<file path="config.mk">
export PLATFORM = sky130hd
export DESIGN_NAME = alu8_core
export DESIGN_NICKNAME = d
export VERILOG_FILES = /design/src/rtl/alu8_pkg.sv /design/src/rtl/alu8_addsub.sv /design/src/rtl/alu8_mul.sv /design/src/rtl/alu8_div.sv /design/src/rtl/alu8_core.sv
export SDC_FILE = /design/constraint.sdc
export NUM_CORES = 1
export LEC_CHECK = 0
export ABC_AREA = 1
export CAP_MARGIN = 20
export CORE_UTILIZATION = 45
export CTS_CLUSTER_SIZE = 8
export DETAILED_ROUTE_END_ITERATION = 10
export SLEW_MARGIN = 20
export SYNTH_ARGS = -nofsm -noshare
export SYNTH_HDL_FRONTEND = slang
export SYNTH_SLANG_ARGS = --single-unit
export TNS_END_PERCENT = 1
</file>
<file path="constraint.sdc">
create_clock -name clk_i -period 0.8 [get_ports clk_i]
set_input_delay 0.12 -clock clk_i [delete_from_list [all_inputs] [get_ports clk_i]]
set_output_delay 0.12 -clock clk_i [all_outputs]
set_load 0.005 [all_outputs]
</file>
<file path="src/rtl/alu8_pkg.sv">
package alu8_pkg;
  typedef enum logic [3:0] {
    OP_ADD = 4'd0,
    OP_SUB = 4'd1,
    OP_AND = 4'd2,
    OP_OR  = 4'd3,
    OP_XOR = 4'd4,
    OP_SHL = 4'd5,
    OP_SHR = 4'd6,
    OP_MUL = 4'd7,
    OP_DIV = 4'd8,
    OP_CMP = 4'd9
  } op_e;

  localparam int FLAG_Z = 3;
  localparam int FLAG_N = 2;
  localparam int FLAG_C = 1;
  localparam int FLAG_V = 0;
endpackage

</file>
<file path="src/rtl/alu8_addsub.sv">
module alu8_addsub #(
  parameter int W = 8
) (
  input  logic [W-1:0] a_i,
  input  logic [W-1:0] b_i,
  input  logic         sub_i,
  output logic [W-1:0] sum_o,
  output logic         c_o,
  output logic         v_o
);
  logic [W-1:0] bx;
  logic [W:0]   full;

  assign bx    = sub_i ? ~b_i : b_i;
  assign full  = {1'b0, a_i} + {1'b0, bx} + {{W{1'b0}}, sub_i};
  assign sum_o = full[W-1:0];
  assign c_o   = full[W];
  // signed overflow: operands agree in sign, sum disagrees
  assign v_o   = (a_i[W-1] == bx[W-1]) && (sum_o[W-1] != a_i[W-1]);
endmodule

</file>
<file path="src/rtl/alu8_mul.sv">
module alu8_mul #(
  parameter int W = 8
) (
  input  logic [W-1:0] a_i,
  input  logic [W-1:0] b_i,
  output logic [W-1:0] p_o
);
  logic [W-1:0] acc [W+1];

  assign acc[0] = '0;
  for (genvar j = 0; j < W; j++) begin : g_row
    logic [W-1:0] pp;
    assign pp       = b_i[j] ? (a_i << j) : '0;
    assign acc[j+1] = acc[j] + pp;
  end
  assign p_o = acc[W];
endmodule

</file>
<file path="src/rtl/alu8_div.sv">
module alu8_div #(
  parameter int W = 8
) (
  input  logic [W-1:0] a_i,
  input  logic [W-1:0] b_i,
  output logic [W-1:0] q_o
);
  localparam int RW = W + 1;

  logic [RW-1:0] rem [W+1];

  assign rem[0] = '0;
  for (genvar s = 0; s < W; s++) begin : g_stage
    logic [RW-1:0] sh;
    logic          ge;
    assign sh   = {rem[s][RW-2:0], a_i[W-1-s]};
    assign ge   = sh >= {1'b0, b_i};
    assign rem[s+1] = ge ? (sh - {1'b0, b_i}) : sh;
    assign q_o[W-1-s] = ge;
  end
endmodule

</file>
<file path="src/rtl/alu8_core.sv">
module alu8_core
  import alu8_pkg::*;
#(
  parameter int W = 8
) (
  input  logic         clk_i,
  input  logic         rst_ni,
  input  logic [3:0]   op_i,
  input  logic [W-1:0] a_i,
  input  logic [W-1:0] b_i,
  output logic [W-1:0] res_o,
  output logic [3:0]   flags_o,
  output logic         flag_we_o
);
  logic [W-1:0] as_sum, mul_p, div_q;
  logic         as_c, as_v, as_sub;

  logic [W-1:0] res_d;
  logic [3:0]   flags_d;
  logic         we_d;

  assign as_sub = (op_i == OP_SUB) || (op_i == OP_CMP);

  alu8_addsub #(.W(W)) u_addsub (
    .a_i(a_i), .b_i(b_i), .sub_i(as_sub),
    .sum_o(as_sum), .c_o(as_c), .v_o(as_v)
  );

  alu8_mul #(.W(W)) u_mul (.a_i(a_i), .b_i(b_i), .p_o(mul_p));

  alu8_div #(.W(W)) u_div (.a_i(a_i), .b_i(b_i), .q_o(div_q));

  always_comb begin
    res_d   = '0;
    flags_d = '0;
    we_d    = 1'b0;
    case (op_i)
      OP_ADD, OP_SUB: begin
        res_d   = as_sum;
        flags_d = {as_sum == '0, as_sum[W-1], as_c, as_v};
        we_d    = 1'b1;
      end
      OP_CMP: begin
        flags_d = {as_sum == '0, as_sum[W-1], as_c, as_v};
        we_d    = 1'b1;
      end
      OP_AND: res_d = a_i & b_i;
      OP_OR:  res_d = a_i | b_i;
      OP_XOR: res_d = a_i ^ b_i;
      OP_SHL: res_d = {a_i[W-2:0], 1'b0};
      OP_SHR: res_d = {1'b0, a_i[W-1:1]};
      OP_MUL: begin
        res_d   = mul_p;
        flags_d = {mul_p == '0, mul_p[W-1], 2'b00};
        we_d    = 1'b1;
      end
      OP_DIV: res_d = div_q;
      default: ;
    endcase
  end

  always_ff @(posedge clk_i or negedge rst_ni) begin
    if (!rst_ni) begin
      res_o     <= '0;
      flags_o   <= '0;
      flag_we_o <= 1'b0;
    end else begin
      res_o     <= res_d;
      flags_o   <= flags_d;
      flag_we_o <= we_d;
    end
  end

  assert_we_set_R9: assert property (@(posedge clk_i) disable iff (!rst_ni)
    (op_i == OP_ADD || op_i == OP_SUB || op_i == OP_MUL || op_i == OP_CMP) |=> flag_we_o);

  assert_we_clear_R9: assert property (@(posedge clk_i) disable iff (!rst_ni)
    !flag_we_o |-> (flags_o == 4'b0000));

  assert_mul_cv_R6: assert property (@(posedge clk_i) disable iff (!rst_ni)
    (op_i == OP_MUL) |=> (flags_o[FLAG_C] == 1'b0 && flags_o[FLAG_V] == 1'b0));

  assert_div_zero_R7: assert property (@(posedge clk_i) disable iff (!rst_ni)
    (op_i == OP_DIV && b_i == '0) |=> (res_o == {W{1'b1}}));

  assert_high_op_R10: assert property (@(posedge clk_i) disable iff (!rst_ni)
    (op_i >= 4'd10) |=> (res_o == '0 && !flag_we_o));

  assert_zero_flag_R8: assert property (@(posedge clk_i) disable iff (!rst_ni)
    (flag_we_o && $past(op_i) != OP_CMP) |-> (flags_o[FLAG_Z] == (res_o == '0)));

  assert_shl_lsb_R5: assert property (@(posedge clk_i) disable iff (!rst_ni)
    (op_i == OP_SHL) |=> (res_o[0] == 1'b0));
endmodule

</file>
==> qor.yml <==
die_w_um: 109.6
hold_violations: 0
htreeDepth: 1
syn_area_um2: 5210
cts_tree: "yes"
cts_made_buffers: 3
power_density_nw_per_um2: 2617
place.gp.congestion: 0.9376
ys_seq_elements: 13
status: "finished, violations left"
synth_warnings: 0
grt_overflow: 0
yosys_most_used_dff: "dfrtp_1"
drt-pass1-iter-count: 4
hpwlAfterDp_mm: 14.37
p_leak_uw: 0.004702
ys_seq_area_share_pct: 6.244
synthesis.nets: 884
tightest_slew_ns: 0.4513
io_pins: 35
fmax_ghz: 0.08639
core_um2: 11080
dpl-instance-area_um2: 7596
synth_area_leaders: "ha_1, nand2_1, inv_1"
final_cells: 1218
area_growth_syn_to_layout_pct: 68.40
start_util_pct: 47.03
cp_slowest_cell: "a211oi_2"
drt_drc_violations_left: 0
cts_sinks: 13
via_count: 6354
dieArea_um2: 12010
drive_gt1_share_pct: 45.73
setup_tns_ns: -60.07
placementRows: 38
clk_pin_slew_ns: 0.04
final_design_area_no_fill_um2: 8773
die_y_um: 109.6
antenna_cells: 0
first_iter_violations: 310
worstPathArrival_ns: 11.69
slew_viol_final: 0
synthCells: 744
io_buffer_count: 34
cp_max_fo: 8
final-setup-viol-count: 26
endpoint_kind: "register"
critPathMaxStageDelay_ns: 0.35
yosysTopAreaCellShare_pct: 23.29
final_util_pct: 79.20
crit_required_ns: 0.91
nets: 1219
rsz0062_at_grt: "yes"
cts_buffer_depth: 2
total_power_uw: 22960
fin_crit_sh_pct: 1447
yosysTopAreaCell: "ha_1"
grt_use_total_pct: 31.55
grt_max_degree: 19
critPathKind: "input port to register"
synth_async_sr_flop_share_pct: 100.0
wl_per_cell_um: 16.19
synth_edf_count: 0
finalCriticalPeriod_ns: 11.57
routed_wl_mm: 19.72
grt_pass1_wl_mm: 29.40
holdCritPathClass: "input port to async pin"
antenna_found_initial: 0
synthDistinctLibCells: 51
cp-start-kind: "input port"
cap_violations: 0
relSlewSlack_pct: 69.13
cts-root-buf: "clkbuf_16"
ant_nets: 0
vdd_drop_max_uv: 5040
viasPerCell: 5.217
avgSynthCellArea_um2: 7.003
cts_hold_buf: 0
fillCellCount: 765
grt_pass1_vias: 6260
dp_cells: 1151
failed_checks: "setup timing"
fin_ws_ns: -10.77
[area by class of cell]
| class | count | area (um^2) | share of cell area [%] |
|---|---|---|---|
| tap | 140 | 175.2 | 1.997 |
| timing repair buffer | 336 | 2589 | 29.51 |
| inverter | 136 | 549.3 | 6.261 |
| multi-input combinational | 589 | 5056 | 57.63 |
| sequential | 13 | 325.3 | 3.708 |
| clock buffer | 4 | 78.83 | 0.8985 |
[critical path: cells and delay by family]
| kind | cells | cell delay, ns |
|---|---|---|
| buffers and inverters | 13 | 1.21 |
| AO/OA/AOI/OAI | 37 | 4.65 |
| adder cells (fa/ha/maj) | 7 | 1.80 |
| AND/OR/NAND/NOR | 39 | 3.86 |
[flip-flops by register name, summed over array words and instances, names as in the netlist]
name and flops:
flags_o 4, flag_we_o 1, res_o 8
[logic make-up after synthesis]
family | share of synthesized area [%]
adders and majority gates | 31.36
DFF | 6.244
AOI/OAI and AO/OA | 17.15
and+or+nand+nor | 24.86
xor gates and xnor gates | 9.582
buffers and inverters | 10.81
[synthesized netlist by cell type, types with 7 or more instances]
| cell | count |
|---|---|
| o21ai_0 | 32 |
| nor3_1 | 7 |
| nand3_1 | 22 |
| nand2_1 | 151 |
| xnor2_1 | 18 |
| inv_1 | 125 |
| a21oi_1 | 39 |
| dfrtp_1 | 13 |
| fa_1 | 21 |
| nand4_1 | 13 |
| o21ai_2 | 11 |
| ha_1 | 97 |
| nor2_1 | 42 |
| o21ai_1 | 13 |
| inv_2 | 10 |
| xor2_1 | 39 |
[where the power goes]
group	switching (uW)	internal [uW]
Sequential	24.5	760
Clock	263	671
Combinational	10200	11000
[per-stage QoR]
step / setup WS [ns] / hold WS (ns)
global placement: -10.92 / 0.4604
finish: -10.77 / 0.2116
floorplan: -10.63 / -0.1756
CTS: -10.39 / 0.2163
detailed placement: -11.43 / 0.4653
global route: -11.56 / 0.2282
[cell usage in the layout (no fill, tap or decap), types with 7 or more instances in the layout]
cell type        instances
ha_4                    20
clkdlybuf4s50_1         11
inv_2                   15
o21ai_1                 10
buf_4                  296
clkbuf_2                11
o21ai_2                 21
a21oi_2                 18
o21ai_4                  8
nand3_4                  7
nand2_4                 10
o21ai_0                 17
nand2_2                 20
a21oi_1                 20
xnor2_1                 17
dfrtp_1                 13
nand4_1                 13
nand2_1                131
fa_1                    20
nor2_1                  36
xor2_1                  38
nand3_1                 20
ha_1                    75
inv_1                  111
[per-layer routing]
| metal | GRT usage (%) | part of all wire [%] | up-vias |
|---|---|---|---|
| li1 | - | - | 3129 |
| met1 | 39.23 | 42 | 2987 |
| met2 | 56.47 | 51 | 180 |
| met3 | 1.541 | 3.6 | 58 |
| met4 | 13.33 | 3.4 | 0 |
| met5 | 0 | 0 | - |
[repair_timing]
action	4_1_cts	5_1_grt
resized for setup	96	114
pin swaps	54	85
setup buffers	47	16
endpoints found under the setup margin	26	26
[worst max path at each step]
stage                     startpoint  endpoint  slack (ns)  cells after the start
final                         b_i[2]  res_o[0]      -10.77                     96
after global routing          a_i[7]  res_o[0]      -11.56                     99
after CTS                     a_i[7]  res_o[0]      -10.39                     99
after detailed placement      a_i[7]  res_o[0]      -11.43                     97
after global placement        a_i[7]  res_o[0]      -10.92                    100
after floorplan               b_i[1]  res_o[0]      -10.63                     98
No activity file was read; power rests on OpenSTA's default activity.
